--- src/rtl/pcb_pkg.sv ---
package pcb_pkg;
   localparam logic [7:0] OFF_LCMD  = 8'h00;
   localparam logic [7:0] OFF_LWD   = 8'h04;
   localparam logic [7:0] OFF_LRD   = 8'h08;
   localparam logic [7:0] OFF_CADDR = 8'h0C;
   localparam logic [7:0] OFF_CCMD  = 8'h10;
   localparam logic [7:0] OFF_CWD   = 8'h14;
   localparam logic [7:0] OFF_CRD   = 8'h18;
   localparam logic [7:0] OFF_PST   = 8'h1C;
   localparam logic [7:0] OFF_PEA   = 8'h20;
   localparam logic [7:0] OFF_HST   = 8'h24;
   localparam logic [7:0] OFF_HEA   = 8'h28;

   localparam logic [3:0]  CMD_RD    = 4'hA;
   localparam logic [3:0]  CMD_WR    = 4'hB;
   localparam int          LWR_BIT   = 16;
   localparam logic [31:0] LCMD_MASK = 32'h00F1_00FC;

   typedef struct packed {
      logic        local_path;
      logic        write;
      logic [31:0] addr;
      logic [3:0]  cmd;
      logic [3:0]  be_n;
      logic [31:0] wdata;
   } launch_t;

   function automatic logic be_ok(input logic [3:0] b);
      case (b)
         4'h0, 4'hE, 4'hD, 4'hB, 4'h7, 4'hC, 4'h3: be_ok = 1'b1;
         default:                                  be_ok = 1'b0;
      endcase
   endfunction
endpackage

--- src/rtl/pcb_decode.sv ---
module pcb_decode
   import pcb_pkg::*;
#(
   parameter int AW = 6
) (
   input  logic          clk,
   input  logic          rst_n,
   input  logic          reg_wr,
   input  logic [AW-1:0] reg_addr,
   input  logic [31:0]   reg_wdata,
   input  logic          busy,
   output logic          launch_vld,
   output launch_t       launch,
   output logic          rej_remote,
   output logic          rej_local,
   output logic [31:0]   rej_addr,
   output logic [31:0]   cfg_addr_q,
   output logic [7:0]    ccmd_q,
   output logic [31:0]   lcmd_q
);
   logic        wr_ok;
   logic        hit_lcmd, hit_lwd, hit_caddr, hit_ccmd, hit_cwd;
   logic        c_armed, l_armed;
   logic [3:0]  c_code, c_be, l_be;
   logic        c_legal, l_legal, l_wr;
   logic [31:0] l_off;

   assign wr_ok     = reg_wr && !busy;
   assign hit_lcmd  = wr_ok && (reg_addr == AW'(OFF_LCMD));
   assign hit_lwd   = wr_ok && (reg_addr == AW'(OFF_LWD));
   assign hit_caddr = wr_ok && (reg_addr == AW'(OFF_CADDR));
   assign hit_ccmd  = wr_ok && (reg_addr == AW'(OFF_CCMD));
   assign hit_cwd   = wr_ok && (reg_addr == AW'(OFF_CWD));

   assign c_code  = reg_wdata[3:0];
   assign c_be    = reg_wdata[7:4];
   assign c_legal = be_ok(c_be) && (c_code == CMD_RD || c_code == CMD_WR);
   assign l_be    = reg_wdata[23:20];
   assign l_wr    = reg_wdata[LWR_BIT];
   assign l_legal = be_ok(l_be);
   assign l_off   = {24'b0, reg_wdata[7:2], 2'b00};

   always_comb begin
      launch_vld = 1'b0;
      launch     = '0;
      if (hit_ccmd && c_legal && c_code == CMD_RD) begin
         launch_vld      = 1'b1;
         launch.addr     = cfg_addr_q;
         launch.cmd      = CMD_RD;
         launch.be_n     = c_be;
      end else if (hit_cwd && c_armed) begin
         launch_vld      = 1'b1;
         launch.write    = 1'b1;
         launch.addr     = cfg_addr_q;
         launch.cmd      = CMD_WR;
         launch.be_n     = ccmd_q[7:4];
         launch.wdata    = reg_wdata;
      end else if (hit_lcmd && l_legal && !l_wr) begin
         launch_vld        = 1'b1;
         launch.local_path = 1'b1;
         launch.addr       = l_off;
         launch.be_n       = l_be;
      end else if (hit_lwd && l_armed) begin
         launch_vld        = 1'b1;
         launch.local_path = 1'b1;
         launch.write      = 1'b1;
         launch.addr       = {24'b0, lcmd_q[7:2], 2'b00};
         launch.cmd        = 4'h1;
         launch.be_n       = lcmd_q[23:20];
         launch.wdata      = reg_wdata;
      end
   end

   assign rej_remote = hit_ccmd && !c_legal;
   assign rej_local  = hit_lcmd && !l_legal;
   assign rej_addr   = rej_local ? l_off : cfg_addr_q;

   always_ff @(posedge clk or negedge rst_n) begin
      if (!rst_n) begin
         cfg_addr_q <= '0;
         ccmd_q     <= '0;
         lcmd_q     <= '0;
         c_armed    <= 1'b0;
         l_armed    <= 1'b0;
      end else begin
         if (hit_caddr) cfg_addr_q <= reg_wdata;
         if (hit_ccmd) begin
            ccmd_q  <= reg_wdata[7:0];
            c_armed <= c_legal && (c_code == CMD_WR);
         end else if (hit_cwd) begin
            c_armed <= 1'b0;
         end
         if (hit_lcmd) begin
            lcmd_q  <= reg_wdata & LCMD_MASK;
            l_armed <= l_legal && l_wr;
         end else if (hit_lwd) begin
            l_armed <= 1'b0;
         end
      end
   end
endmodule

--- src/rtl/pcb_seq.sv ---
module pcb_seq
   import pcb_pkg::*;
#(
   parameter int TMO_CYCLES = 16
) (
   input  logic        clk,
   input  logic        rst_n,
   input  logic        launch_vld,
   input  launch_t     launch,
   input  logic        cyc_ack,
   input  logic        cyc_err,
   input  logic [31:0] cyc_rdata,
   output logic        cyc_req,
   output launch_t     cur,
   output logic        done,
   output logic        done_err,
   output logic        done_tmo,
   output logic [31:0] lrd_q,
   output logic [31:0] crd_q
);
   localparam int CW = $clog2(TMO_CYCLES + 1);

   logic          req_q;
   logic [CW-1:0] cnt_q;
   logic          expire;
   logic [31:0]   rd_val;

   assign expire   = (cnt_q == CW'(TMO_CYCLES - 1));
   assign done     = req_q && (cyc_ack || cyc_err || expire);
   assign done_err = req_q && cyc_err;
   assign done_tmo = req_q && !cyc_ack && !cyc_err && expire;
   assign rd_val   = (done_err || done_tmo) ? 32'hFFFF_FFFF : cyc_rdata;
   assign cyc_req  = req_q;

   always_ff @(posedge clk or negedge rst_n) begin
      if (!rst_n) begin
         req_q <= 1'b0;
         cnt_q <= '0;
         cur   <= '0;
         lrd_q <= '0;
         crd_q <= '0;
      end else if (!req_q) begin
         if (launch_vld) begin
            req_q <= 1'b1;
            cnt_q <= '0;
            cur   <= launch;
         end
      end else begin
         cnt_q <= cnt_q + 1'b1;
         if (done) begin
            req_q <= 1'b0;
            if (!cur.write) begin
               if (cur.local_path) lrd_q <= rd_val;
               else                crd_q <= rd_val;
            end
         end
      end
   end
endmodule

--- src/rtl/pcb_errlog.sv ---
module pcb_errlog #(
   parameter int W = 2
) (
   input  logic         clk,
   input  logic         rst_n,
   input  logic [W-1:0] set_i,
   input  logic [W-1:0] clr_i,
   input  logic [31:0]  addr_i,
   output logic [W-1:0] st_o,
   output logic [31:0]  addr_o
);
   for (genvar i = 0; i < W; i++) begin : g_bit
      always_ff @(posedge clk or negedge rst_n) begin
         if (!rst_n)        st_o[i] <= 1'b0;
         else if (set_i[i]) st_o[i] <= 1'b1;
         else if (clr_i[i]) st_o[i] <= 1'b0;
      end
   end

   always_ff @(posedge clk or negedge rst_n) begin
      if (!rst_n)      addr_o <= '0;
      else if (|set_i) addr_o <= addr_i;
   end
endmodule

--- src/rtl/pcb_bridge.sv ---
module pcb_bridge
   import pcb_pkg::*;
#(
   parameter int AW         = 6,
   parameter int TMO_CYCLES = 16
) (
   input  logic          clk,
   input  logic          rst_n,
   input  logic          reg_wr,
   input  logic [AW-1:0] reg_addr,
   input  logic [31:0]   reg_wdata,
   output logic [31:0]   reg_rdata,
   output logic          busy,
   output logic          cyc_req,
   output logic          cyc_local,
   output logic [31:0]   cyc_addr,
   output logic [3:0]    cyc_cmd,
   output logic [3:0]    cyc_be_n,
   output logic [31:0]   cyc_wdata,
   input  logic          cyc_ack,
   input  logic          cyc_err,
   input  logic [31:0]   cyc_rdata
);
   if (AW < 6 || AW > 8) begin : g_bad_aw
      $error("pcb_bridge: AW must lie in 6..8");
   end
   if (TMO_CYCLES < 2) begin : g_bad_tmo
      $error("pcb_bridge: TMO_CYCLES must be at least 2");
   end

   logic        launch_vld, rej_remote, rej_local;
   launch_t     launch, cur;
   logic [31:0] rej_addr, cfg_addr_q, lcmd_q, lrd_q, crd_q;
   logic [7:0]  ccmd_q;
   logic        done, done_err, done_tmo;
   logic [1:0]  pci_set, pci_clr, pci_st;
   logic [0:0]  host_set, host_clr, host_st;
   logic [31:0] pci_ea, host_ea, pci_ain, host_ain;

   pcb_decode #(.AW(AW)) i_decode (
      .clk(clk), .rst_n(rst_n), .reg_wr(reg_wr), .reg_addr(reg_addr),
      .reg_wdata(reg_wdata), .busy(busy), .launch_vld(launch_vld),
      .launch(launch), .rej_remote(rej_remote), .rej_local(rej_local),
      .rej_addr(rej_addr), .cfg_addr_q(cfg_addr_q), .ccmd_q(ccmd_q),
      .lcmd_q(lcmd_q)
   );

   pcb_seq #(.TMO_CYCLES(TMO_CYCLES)) i_seq (
      .clk(clk), .rst_n(rst_n), .launch_vld(launch_vld), .launch(launch),
      .cyc_ack(cyc_ack), .cyc_err(cyc_err), .cyc_rdata(cyc_rdata),
      .cyc_req(cyc_req), .cur(cur), .done(done), .done_err(done_err),
      .done_tmo(done_tmo), .lrd_q(lrd_q), .crd_q(crd_q)
   );

   assign busy      = cyc_req;
   assign cyc_local = cur.local_path;
   assign cyc_addr  = cur.addr;
   assign cyc_cmd   = cur.cmd;
   assign cyc_be_n  = cur.be_n;
   assign cyc_wdata = cur.wdata;

   assign pci_set[0]  = rej_remote || (done_err && !cur.local_path);
   assign pci_set[1]  = done_tmo && !cur.local_path;
   assign pci_ain     = rej_remote ? rej_addr : cur.addr;
   assign host_set[0] = rej_local || ((done_err || done_tmo) && cur.local_path);
   assign host_ain    = rej_local ? rej_addr : cur.addr;
   assign pci_clr     = (reg_wr && reg_addr == AW'(OFF_PST)) ? reg_wdata[1:0] : 2'b00;
   assign host_clr    = (reg_wr && reg_addr == AW'(OFF_HST)) ? reg_wdata[0:0] : 1'b0;

   pcb_errlog #(.W(2)) i_pci_log (
      .clk(clk), .rst_n(rst_n), .set_i(pci_set), .clr_i(pci_clr),
      .addr_i(pci_ain), .st_o(pci_st), .addr_o(pci_ea)
   );

   pcb_errlog #(.W(1)) i_host_log (
      .clk(clk), .rst_n(rst_n), .set_i(host_set), .clr_i(host_clr),
      .addr_i(host_ain), .st_o(host_st), .addr_o(host_ea)
   );

   always_comb begin
      reg_rdata = '0;
      case (8'(reg_addr))
         OFF_LCMD:  reg_rdata = lcmd_q;
         OFF_LRD:   reg_rdata = lrd_q;
         OFF_CADDR: reg_rdata = cfg_addr_q;
         OFF_CCMD:  reg_rdata = {24'b0, ccmd_q};
         OFF_CRD:   reg_rdata = crd_q;
         OFF_PST:   reg_rdata = {30'b0, pci_st};
         OFF_PEA:   reg_rdata = pci_ea;
         OFF_HST:   reg_rdata = {31'b0, host_st};
         OFF_HEA:   reg_rdata = host_ea;
         default:   reg_rdata = '0;
      endcase
   end
endmodule

--- config.mk ---
export PLATFORM = sky130hd
export DESIGN_NAME = pcb_bridge
export DESIGN_NICKNAME = d
export VERILOG_FILES = /design/src/rtl/pcb_pkg.sv /design/src/rtl/pcb_decode.sv /design/src/rtl/pcb_seq.sv /design/src/rtl/pcb_errlog.sv /design/src/rtl/pcb_bridge.sv
export SDC_FILE = /design/constraint.sdc
export NUM_CORES = 1
export LEC_CHECK = 0
export CAP_MARGIN = 10
export CORE_ASPECT_RATIO = 1.75
export CORE_UTILIZATION = 39
export DETAILED_ROUTE_END_ITERATION = 8
export DONT_BUFFER_PORTS = 1
export GPL_ROUTABILITY_DRIVEN = 0
export PLACE_DENSITY_LB_ADDON = 0.25
export SLEW_MARGIN = 30
export SYNTH_ARGS = -nofsm -noshare
export SYNTH_HDL_FRONTEND = slang
export SYNTH_SLANG_ARGS = --single-unit
--- constraint.sdc ---
create_clock -name clk -period 4.05 [get_ports clk]
set_input_delay 0.405 -clock clk [delete_from_list [all_inputs] [get_ports clk]]
set_output_delay 0.405 -clock clk [all_outputs]
set_load 0.03 [all_outputs]
Yosys cells after proc, flatten, opt, wreduce, memory -nomap -nowiden
Index checks and enable logic that the tools add are counted.
{"block": "word_totals", "regBits": 264, "in_bits": 75, "output_inout_bits": 107, "wordCells": 144}
{"block": "classes", "addsub": 1, "n_eq_ne": 25, "n_mux": 40, "n_bitwise": 3, "n_reduce_logical": 55}
{"cell": "case mux 32 bit (9 select lines)", "n": 1}
{"cell": "two-way mux 32 bit", "n": 7}
{"cell": "two-way mux 74 bit", "n": 1}
{"cell": "two-way mux 73 bit", "n": 1}
{"cell": "equality test 4 bit, second input constant", "n": 10}
{"cell": "two-way mux 40 bit", "n": 1}
{"cell": "logical AND 1 bit", "n": 27}
{"cell": "equality test 6 x 5 -> 1 bit, second input constant", "n": 4}
{"cell": "two-way mux 1 bit", "n": 23}
{"cell": "equality test 6 bit, second input constant", "n": 3}
{"cell": "OR reduction 7 bit", "n": 2}
{"cell": "equality test 6 x 4 -> 1 bit, second input constant", "n": 2}
{"cell": "nonzero test 2 bit", "n": 6}
{"cell": "two-way mux 5 bit", "n": 2}
{"cell": "equality test 4 x 2 -> 1 bit, second input constant", "n": 2}
{"cell": "equality test 4 x 3 -> 1 bit, second input constant", "n": 2}
{"cell": "zero test 4 bit", "n": 2}
{"cell": "two-way mux 4 bit", "n": 2}
{"cell": "AND reduction 4 bit", "n": 2}
{"cell": "zero test 1 bit", "n": 7}
{"cell": "equality test 6 x 3 -> 1 bit, second input constant", "n": 1}
{"cell": "zero test 6 bit", "n": 1}
{"cell": "logical OR 1 bit", "n": 6}
{"cell": "adder 5 x 1 -> 5 bit, second input constant", "n": 1}
{"cell": "5 further kinds", "n": 8}

Depth between registers and ports, before layout
Gate-level depths: netlist (run 1).
{"block": "logic_depth", "ltp_word": 10, "depth_mapped": 9, "ltp_nobuf": 8}

Modules after synthesis
Synthesis (run 1) repeated with hierarchy kept, for this count alone.
{"block": "unflattened", "cells_unflattened": 1071, "hier_area_um2": 13763.2}
{"mod": "pcb_seq", "instances": 1, "cells_per_inst": 338, "area_per_inst_um2": 5370.2}
{"mod": "pcb_decode", "instances": 1, "cells_per_inst": 327, "area_per_inst_um2": 3509.6}
{"mod": "pcb_bridge", "instances": 1, "cells_per_inst": 261, "area_per_inst_um2": 2189.6}
{"mod": "pcb_errlog (i_host_log)", "instances": 1, "cells_per_inst": 71, "area_per_inst_um2": 1377.6}
{"mod": "pcb_errlog (i_pci_log)", "instances": 1, "cells_per_inst": 74, "area_per_inst_um2": 1316.3}

Worst setup path after synthesis (run 1)
Ideal clock, no wire load.
{"block": "synth_path", "kind": "input port to output port", "start": "input reg_addr[3]", "end": "output reg_rdata[6]", "arrival_ns": 2.005, "path_slack_ns": 1.640, "path_stages": 6, "path_buffers": 2, "cell_sequence": "buf_2 or4_1 nor2_1 clkbuf_1 a22oi_1 nand3_1"}
{"block": "synth_via", "elab_chain_len": 2, "word_cells_on_any_way": 10, "classes_between": "eq/ne: 8; mux: 1; reduce/logical: 1"}
{"item": "start: declaration", "line_no": "pcb_bridge.sv:10", "source": "input logic [AW-1:0] reg_addr,"}
{"item": "equality test 6 bit (tied with other cells)", "line_no": "pcb_bridge.sv:82", "source": "case (8'(reg_addr))"}
{"item": "case mux 32 bit (9 select lines) (*)", "line_no": "pcb_bridge.sv:82"}
{"item": "end: declaration", "line_no": "pcb_bridge.sv:12", "source": "output logic [31:0] reg_rdata,"}
Every way passes the cells marked *; elsewhere a longest branch is shown, timed or not.

Worst setup path after layout (run 1)
{"block": "layout_path", "start": "input reg_addr[2]", "end": "output reg_rdata[26]"}
The elaborated chain is that of the path after synthesis.

==> results of run 1 <==
power by group:
group	leakage [nW]	switching (W)	internal (W)	total, W
Combinational	2.35	0.000183	0.000210	0.000394
Clock	0.410	0.00105	0.00131	0.00236
Sequential	3.41	0.000243	0.00283	0.00307
Total	6.17	0.00147	0.00435	0.00582
critical path, delay by kind of cell:
family	cells	cell delay, ns
buffers and inverters	1	0.36
AND/OR/NAND/NOR	3	1.77
AO/OA/AOI/OAI	1	0.11
final cells by class:
cell class / instances / area (µm²) / area share
repair buffers: 54 / 498.0 / 0.03721
flip-flops and latches: 261 / 6533 / 0.4881
clock buffers: 34 / 719.4 / 0.05376
multi-input cells: 680 / 5025 / 0.3755
inverters: 9 / 33.78 / 0.002524
well taps: 387 / 484.2 / 0.03618
clock inverters: 11 / 90.09 / 0.006732
worst paths after layout:
path                            startpoint              end  slack, ns  depth (start not counted)
max                            reg_addr[2]    reg_rdata[26]       0.99                          5
min                                  rst_n    i_seq.cur[37]      -0.44                          0
max reg2reg                  i_seq.cyc_req    i_seq.cur[49]       1.26                          7
min reg2reg                i_host_log.st_o  i_host_log.st_o       0.50                          2
max in group asynchronous            rst_n    i_seq.cur[73]       3.83                          0
min in group clk             reg_wdata[28]    i_seq.cur[28]       0.02                          1
layer usage:
layer  track usage  vias to the layer above  wire, µm
met5             0                        -         0
met4       0.08778                        0      1097
met3       0.04712                       58      2369
li1              -                     3794         -
met1        0.2890                     4487     14440
met2        0.4237                      280     19280
per-stage QoR:
stage,hold WS [ns],utilization,cell area (µm²),setup WS (ns)
global placement,0.1182,0.4059,12240,1.008
finish,-0.4373,0.4437,13380,0.9880
CTS,-0.4582,0.4433,13370,0.9924
global route,-0.4648,0.4437,13380,0.9755
detailed placement,0.1199,0.4059,12240,0.9948
floorplan,0.1094,-,11970,1.640
cells in the mapped netlist, drive strengths merged (2+ instances only):
| library cell | count |
|---|---|
| a211oi | 3 |
| a21o | 2 |
| a21oi | 95 |
| a222oi | 34 |
| a22o | 62 |
| a22oi | 45 |
| and3 | 6 |
| and4 | 2 |
| buf | 39 |
| clkbuf | 44 |
| dfrtp | 261 |
| ha | 2 |
| inv | 9 |
| mux2 | 114 |
| mux2i | 14 |
| nand2 | 74 |
| nand2b | 3 |
| nand3 | 49 |
| nand4 | 8 |
| nor2 | 112 |
| nor2b | 5 |
| nor3 | 9 |
| nor3b | 2 |
| nor4 | 3 |
| o21ai | 11 |
| o31ai | 3 |
| or3 | 3 |
| xnor2 | 2 |
flip-flops by register name (all words and copies together) (netlist names):
name	cells
i_decode.c_armed	1
i_decode.ccmd_q	8
i_decode.cfg_addr_q	32
i_decode.l_armed	1
i_decode.lcmd_q	11
i_host_log.addr_o	32
i_host_log.st_o	1
i_pci_log.addr_o	32
i_pci_log.st_o	2
i_seq.cnt_q	5
i_seq.crd_q	32
i_seq.cur	71
i_seq.cyc_req	1
i_seq.lrd_q	32
kinds of logic (layout without fill, tap and decap cells):
logic type	count (synthesis)	count (layout)	share of synthesized area
AO/OA/AOI/OAI	268	268	0.1640
AND/OR/NAND/NOR	279	279	0.1095
other	1	1	0.0003132
buffers and inverters	92	108	0.04002
adder cells (fa/ha/maj)	2	2	0.002090
flip-flops	261	261	0.5455
multiplexers	128	128	0.1371
XOR/XNOR	2	2	0.001463
timing repair:
action                                  CTS  global route
endpoints found under the setup margin    0             0
endpoints found under the hold margin   327           261
setup buffers                             0             0
==> summary.txt, run 1 <==
STA
  – TNS Setup: 0 ns
  – Actual slew at the worst max-slew pin: 0.9072 ns
  – Clk_skew: 0.01645 ns
  – Fin crit share: 0.7561
  – Tmin final: 3.062 ns
  – Max Freq: 0.3266 GHz
  – WHS: -0.4373 ns
  – Unrepaired setup endpoints after global routing: false
  – Hold Fails Final Rpt: around 260
  – Final max-slew violation count: 0
  – Final setup violation count: 0
  – Rel. slew slack: 0.3938

Route
  – DRC errors left: 0
  – Drt wl/cell: 25.90 µm
  – Vias per cell: approximately 6.0
  – Total iterations of the first detailed-routing run: 6
  – Initial drt markers: 657
  – Total routed wirelength: 37190 µm
  – Total number of vias: roughly 8600
  – Antenna Nets Post-Route: 0

Critical path
  – CP endpoint kind: output port
  – CP Max Fanout: 21
  – WP data required: 3.64 ns
  – Slowest cell on the critical path: nor2_4
  – CP Cell Sequence: or4b_1, nor2_4, buf_4, a222oi_1, nand2_1
  – CP Launch Type: input pin
  – Crit Path Class: input pin to output port
  – Max incr delay on CP: a little under 0.8 ns
  – Critical path arrival: 2.66 ns

Floorplanning
  – Die Ht: 233.8 µm
  – Io pins: 182
  – Core Region: 0.03016 mm²
  – Die area: 0.03143 mm²
  – # rows: 84
  – Starting Density: 0.3969
  – DIE WIDTH: 134.4 µm

Finish
  – Antenna Cells: 0
  – Layout area overhead: 11.78%
  – Commonest non-fill, non-tap cells in the layout: dfrtp_1, nor2_1, a21oi_1, nand2_1, a22o_1
  – Most common cell after layout, fill and taps aside: dfrtp_1
  – NumNets Final: between 1000 and 1500
  – Finished Layout Cells: about 1400
  – Proportion of layout cells with a drive suffix above 1: 0.1821
  – Fillers: 2810

Synth
  – Syn_nets: 1110
  – Share of the synthesized area in the top cell type: 0.5455
  – YS warnings: 0
  – Synth unique cells: 60
  – Async SR Flop Fraction: 1.000
  – Syn avg cell area: 11.59 µm²
  – Synth area leader: dfrtp_1
  – Syn Inst Count: 1033
  – Post-synth EDFFs: 0
  – Netlist Area Pre-Place: about 0.012 mm²
  – Synthesis-stage register bit count: 261
  – Synth Flop Type: dfrtp_1
  – Sequential area share after synthesis: 0.5455
  – Top cells by area, synth: dfrtp_1, mux2_4, a22o_1, a21oi_1, mux2_2

Placement
  – Post-detail-place hpwl: around 23000 µm
  – Port Buf Inserts: 0
  – Placed cell count: roughly 1400

Clocking
  – Clock Path Buffers: 3
  – CTS tree: done
  – Root Driver: clkbuf_16
  – Cts bufs inserted: 25
  – Worst-skew pair later-pin latency: around 0.54 ns
  – CTS H-tree lvls: 1
  – Post-CTS Resized: 0
  – Clock Sinks: between 200 and 300
  – Reg clk slew, reported paths: 0.07 ns
  – Hold Buf Count CTS: 32

Power
  – VDD IR max: around 0.32 mV
  – Leakage: 6.167 nW
  – Total power: 0.005824 W
  – Power per cell area: 435.2 mW/mm²

Outcome
  – Outcome: finished with violations
  – Failing checks: negative hold slack

Job
  – Max cap viols: 0

Global route
  – GRT overflow: 0
  – Total GRT Usage: 0.2402
  – Number of global-route vias before repair: 9037
  – Largest net degree at the start of global routing: 262
  – First-pass GRT wire length: 56400 µm
  – Initial antenna violation count: 0

Min path
  – Worst min-delay path class: input pin to asynchronous set/reset pin
No activity file was read; power rests on OpenSTA's default activity.
==> run 2, diff against run 1 <==
- clock period: 4.05 -> 2.6 ns (I/O delays scaled with it)
==> run 2 against run 1 <==
Cell count up 5.4%. The run still ends with negative hold slack left. Sequential cell count is the same. Power up 60%. Clock-buffer cell count increased by 2. Combinational power up 77%. Largest power group unchanged. Sequential power is 56% higher. Critical endpoint is now i_seq.cur[65].
==> summary.txt, run 2 (synthesis results as in run 1) <==
STA
  – Unrepaired setup endpoints after global routing: false
  – Actual slew at the worst max-slew pin: around 1.0 ns
  – Clk_skew: 0.01901 ns
  – TNS Setup: 0 ns
  – Rel. slew slack: 0.3175
  – WHS: -0.5596 ns
  – Final max-slew violation count: 0
  – Final setup violation count: 0
  – Tmin final: roughly 2.4 ns
  – Hold Fails Final Rpt: 261
  – Max Freq: just over 0.4 GHz
  – Fin crit share: 0.9341

Floorplanning
  – Starting Density: 0.3969
  – DIE WIDTH: between 100 and 150 µm
  – Die Ht: 233.8 µm
  – Die area: 0.03143 mm²
  – # rows: 84
  – Core Region: 0.03016 mm²
  – Io pins: between 150 and 200

Clocking
  – Hold Buf Count CTS: 73
  – CTS tree: done
  – Root Driver: clkbuf_16
  – Worst-skew pair later-pin latency: 0.54 ns
  – Post-CTS Resized: 0
  – Reg clk slew, reported paths: 0.06 ns
  – Cts bufs inserted: 25
  – Clock Sinks: 261
  – CTS H-tree lvls: 1
  – Clock Path Buffers: 3
  – Postcts setup bufs: 0

Critical path
  – Worst Reg-to-Reg Cells: 5
  – CP Cell Sequence: nor2b_1, nand3_1, o31ai_4, buf_4, a22o_1
  – Crit Path Class: flip-flop to flip-flop
  – CP endpoint kind: flip-flop
  – CP startpoint: i_seq.cyc_req
  – R2R Path Start: i_seq.cyc_req
  – Max incr delay on CP: between 0.8 and 0.9 ns
  – CP Launch Type: flip-flop
  – Critical path arrival: ~2.9 ns
  – Crit path capture: i_seq.cur[65]
  – Worst flop-to-flop path endpoint: i_seq.cur[65]
  – CP Max Fanout: 15
  – Flop2flop setup slack: approximately 0.17 ns
  – WP data required: between 3 and 4 ns
  – Slowest cell on the critical path: o31ai_4

Power
  – Power per cell area: 653.4 mW/mm²
  – VDD IR max: around 0.52 mV
  – Leakage: 6.566 nW
  – Total power: just over 0.009 W

Finish
  – Proportion of layout cells with a drive suffix above 1: 0.1998
  – Most flops, register: i_seq.cur
  – Largest register FFs: 71
  – NumNets Final: 1186
  – Most common cell after layout, fill and taps aside: dfrtp_1
  – Antenna Cells: 0
  – Commonest non-fill, non-tap cells in the layout: dfrtp_1, nor2_1, a21oi_1, dlygate4sd3_1, nand2_1
  – Layout area overhead: 19.26%

Route
  – Total iterations of the first detailed-routing run: 8
  – Vias per cell: 5.925
  – Drt wl/cell: roughly 25 µm
  – Total routed wirelength: 37500 µm
  – Initial drt markers: around 870
  – Total number of vias: 8964
  – DRC errors left: 0
  – Antenna Nets Post-Route: 0

Outcome
  – Failing checks: negative hold slack
  – Outcome: finished with violations

Placement
  – Post-detail-place hpwl: 23200 µm
  – Port Buf Inserts: 0

Global route
  – Total GRT Usage: 0.2422
  – GRT overflow: 0
  – First-pass GRT wire length: 57730 µm
  – Initial antenna violation count: 0
  – Largest net degree at the start of global routing: 262
  – Number of global-route vias before repair: 9434

Min path
  – Worst min-delay path class: input pin to asynchronous set/reset pin

Job
  – Max cap viols: 0
run 2: cell count changes in the layout (fill, tap and decap cells not counted), sizes merged:
| cell | change |
|---|---|
| dlygate4sd3 | +41 |
| bufinv | +2 |
| clkinvlp | +1 |
| clkinv | -7 |
| clkbuf | +2 |
| inv | +1 |
| buf | +37 |
run 2: layout make-up:
cell class | count | area, µm²
clock buffer | 36 | 726.9
sequential | 261 | 6533
multi-input combinational | 680 | 5015
fill | 2726 | 15890
clock inverter | 8 | 125.1
timing repair buffer | 132 | 1361
inverter | 9 | 33.78
tap | 387 | 484.2
run 2: worst min path at each step:
stage | slack, ns | depth (start not counted) | startpoint | to
3_5_place_dp | -0.02 | 0 | rst_n | i_seq.cur[36]
2_1_floorplan | -0.04 | 0 | rst_n | i_decode.c_armed
5_1_grt | -0.58 | 0 | rst_n | i_seq.cur[36]
6_report | -0.56 | 0 | rst_n | i_seq.cur[36]
4_1_cts | -0.59 | 0 | rst_n | i_seq.cur[2]
3_3_place_gp | -0.02 | 0 | rst_n | i_seq.cur[36]
run 2: stage by stage:
step / instances / setup WS [ns] / instance area [µm²] / hold WS (ns) / utilization
5_1_grt: 1513 / 0.07912 / 14280 / -0.5801 / 0.4734
3_3_place_gp: 1396 / 0.2742 / 12700 / -0.02407 / 0.4209
6_report: 1513 / 0.1713 / 14280 / -0.5596 / 0.4734
4_1_cts: 1513 / 0.2042 / 14280 / -0.5900 / 0.4734
3_5_place_dp: 1396 / 0.2202 / 12700 / -0.02201 / 0.4209
2_1_floorplan: 1033 / 0.3756 / 11970 / -0.03559 / -
run 2: worst max-delay path: cells and delay by family (launching register included):
family	cells	cell delay, ns
AOI/OAI and AO/OA	2	1.03
and+or+nand+nor	2	0.58
DFF	1	0.39
buffers and inverters	1	0.36
run 2: power by group:
part           switching [W]  internal [W]  total [W]
sequential          0.000382       0.00440    0.00479
combinational       0.000309      0.000389   0.000698
clock                0.00160       0.00224    0.00384
run 2: per-layer routing:
layer | vias up | GRT usage | share of wire
li1 | 3937 | - | -
met1 | 4596 | 0.2896 | 0.38
met2 | 351 | 0.4234 | 0.51
met3 | 80 | 0.04259 | 0.064
met4 | 0 | 0.1085 | 0.041
met5 | - | 0 | 0
==> run 3, diff against run 2 <==
- ABC_AREA: unset -> 1
- TNS_END_PERCENT: unset -> 50
==> run 3 against run 2 <==
The flow still finishes with violations (negative hold slack). Register-to-register slack improved by 0.30 ns. Sequential share of layout area shrank 0.56 points. Setup slack worse by 0.076 ns. Power up 10%. First-iteration DRC count down 21%. Core utilization shrank 0.48 points. Largest cell class unchanged. Largest power group unchanged.
==> summary.txt, run 3 <==
Outcome
  – Outcome: finished with violations
  – Failing checks: negative hold slack

Floorplanning
  – # rows: 85
  – Io pins: 182
  – DIE WIDTH: 136 µm
  – Die Ht: 236.5 µm
  – Die area: roughly 0.032 mm²
  – Starting Density: 0.3974
  – Core Region: approximately 0.03 mm²

Clocking
  – Reg clk slew, reported paths: 0.06 ns
  – Cts bufs inserted: 26
  – Hold Buf Count CTS: 65
  – Worst-skew pair later-pin latency: 0.54 ns
  – Post-CTS Resized: 0
  – Clock Sinks: 261
  – CTS tree: done
  – Postcts setup bufs: 0
  – CTS H-tree lvls: 1
  – Root Driver: clkbuf_16
  – Clock Path Buffers: 3

STA
  – Actual slew at the worst max-slew pin: between 0.7 and 0.8 ns
  – Unrepaired setup endpoints after global routing: false
  – Rel. slew slack: 0.5089
  – Tmin final: roughly 2.5 ns
  – Hold Fails Final Rpt: 261
  – Clk_skew: 0.01026 ns
  – Fin crit share: 0.9633
  – WHS: -0.5764 ns
  – Max Freq: 0.3993 GHz
  – Final max-slew violation count: 0
  – TNS Setup: 0 ns
  – Final setup violation count: 0

Critical path
  – CP endpoint kind: output port
  – Critical path arrival: 2.24 ns
  – Crit Path Class: input pin to output port
  – CP Max Fanout: 6
  – Slowest cell on the critical path: dlygate4sd3_1
  – WP data required: 2.34 ns
  – CP Launch Type: input pin
  – CP Cell Sequence: dlygate4sd3_1, nor2_4, inv_2, nor2_2, inv_1, o21ai_0, a21oi_1, nand3_1, buf_12
  – Max incr delay on CP: 0.57 ns

Global route
  – Largest net degree at the start of global routing: between 200 and 300
  – GRT overflow: 0
  – Number of global-route vias before repair: approximately 10000
  – Initial antenna violation count: 1
  – Total GRT Usage: 0.2565
  – First-pass GRT wire length: 62110 µm

Synth
  – Syn_nets: 1522
  – Synth unique cells: 36
  – Share of the synthesized area in the top cell type: 0.5329
  – Most frequent cell after synthesis: nand2_1
  – Syn Inst Count: 1445
  – Synth area leader: dfrtp_1
  – Post-synth EDFFs: 0
  – Sequential area share after synthesis: 0.5329
  – Synthesis-stage register bit count: 261
  – Syn avg cell area: 8.481 µm²
  – Netlist Area Pre-Place: roughly 0.012 mm²
  – Synth cell count leaders: nand2_1, dfrtp_1, inv_1
  – Synth Flop Type: dfrtp_1
  – Top cells by area, synth: dfrtp_1, nand2_1, a22oi_1, inv_1, o21ai_0
  – Async SR Flop Fraction: 1.000
  – YS warnings: 0

Power
  – Net Sw Frac: 0.2830
  – Clk pwr share: 0.371
  – Total power: 0.01026 W
  – P_int: ~0.0074 W
  – VDD IR max: 0.4782 mV
  – Sequential Power Share: 0.512
  – Gate power share: 0.117
  – Power per cell area: just over 700 mW/mm²
  – Leakage: 7.236 nW
  – Psw: 0.002904 W

Finish
  – Largest register FFs: 71
  – NumNets Final: 1595
  – Most common cell after layout, fill and taps aside: nand2_1
  – Post-route cell area: approximately 0.014 mm²
  – Fillers: 2983
  – Most flops, register: i_seq.cur
  – Layout area overhead: 17.93%
  – Finished Layout Cells: about 1900
  – Commonest non-fill, non-tap cells in the layout: nand2_1, dfrtp_1, inv_1, o21ai_0, a22oi_1
  – Proportion of layout cells with a drive suffix above 1: 0.1165

Route
  – Total iterations of the first detailed-routing run: 7
  – Drt wl/cell: 20.90 µm
  – DRC errors left: 0
  – Vias per cell: between 5 and 6
  – Total number of vias: 10340
  – Antenna Nets Post-Route: 0
  – Initial drt markers: 689
  – Total routed wirelength: ~40000 µm

Placement
  – Port Buf Inserts: 0
  – Post-detail-place hpwl: 27210 µm
  – Placed cell count: 1816
  – Placed inst area: between 0.01 and 0.015 mm²

Min path
  – Worst min-delay path class: input pin to asynchronous set/reset pin

Job
  – Max cap viols: 0
-- run 3: per-stage QoR --
step / setup slack (ns) / util / hold WS (ns)
global route: 0.004771 / 0.4686 / -0.6053
detailed placement: 0.4845 / 0.4198 / -0.02849
global placement: 0.4978 / 0.4197 / -0.02681
floorplan: 0.6973 / - / -0.03559
finish: 0.09541 / 0.4686 / -0.5764
CTS: 0.09308 / 0.4685 / -0.5986
-- run 3: area by class of cell --
type	count	area [µm²]	share of cell area
inverter	175	656.9	0.04545
clock inverter	9	76.32	0.005281
timing repair buffer	123	1249	0.08640
antenna	1	2.502	0.0001731
multi-input combinational	931	4671	0.3232
clock buffer	38	777.0	0.05376
tap	391	489.2	0.03385
sequential	261	6531	0.4519
-- run 3: path summary, 6_finish.rpt --
| check | startpoint | to | slack (ns) | cells after the start |
|---|---|---|---|---|
| setup reg to reg | i_seq.cnt_q[0] | i_seq.lrd_q[19] | 0.47 | 10 |
| max in group asynchronous | rst_n | i_decode.cfg_addr_q[6] | 2.56 | 0 |
| hold reg to reg | i_host_log.addr_o[15] | i_host_log.addr_o[15] | 0.49 | 2 |
| hold / removal | rst_n | i_seq.cur[4] | -0.58 | 0 |
| setup / recovery | reg_addr[5] | reg_rdata[0] | 0.1 | 9 |
| min in group clk | reg_wdata[6] | i_decode.ccmd_q[6] | 0.01 | 2 |
-- run 3: logic make-up after synthesis --
group / count (synthesis) / share of synthesized area
flip-flops: 261 / 0.5329
other: 1 / 0.0003060
buffers and inverters: 253 / 0.08668
adder cells (fa/ha/maj): 2 / 0.002042
multiplexers: 19 / 0.01746
AO/OA/AOI/OAI: 264 / 0.1302
AND/OR/NAND/NOR: 645 / 0.2304
-- run 3: critical path, delay by kind of cell --
kind | cells | cell delay, ns
compound gates | 2 | 0.35
simple gates | 3 | 0.58
buf+inv | 4 | 1.05
-- run 3: layer usage --
| metal | share of wire | wire length [µm] | global-route usage |
|---|---|---|---|
| met5 | 0 | 0 | 0 |
| met4 | 0.053 | 2118 | 0.1347 |
| met3 | 0.061 | 2443 | 0.03961 |
| met2 | 0.53 | 21350 | 0.4584 |
| met1 | 0.36 | 14400 | 0.2879 |
-- run 3: power groups by stage --
stage / sequential (W) / combinational (W) / clock [W]
finish: 0.00525 / 0.00120 / 0.00380
global route: 0.00533 / 0.00137 / 0.00403
CTS: 0.00525 / 0.00121 / 0.00388
detailed placement: 0.00532 / 0.00110 / 0
global placement: 0.00530 / 0.00105 / 0
floorplan: 0.00514 / 0.000856 / 0
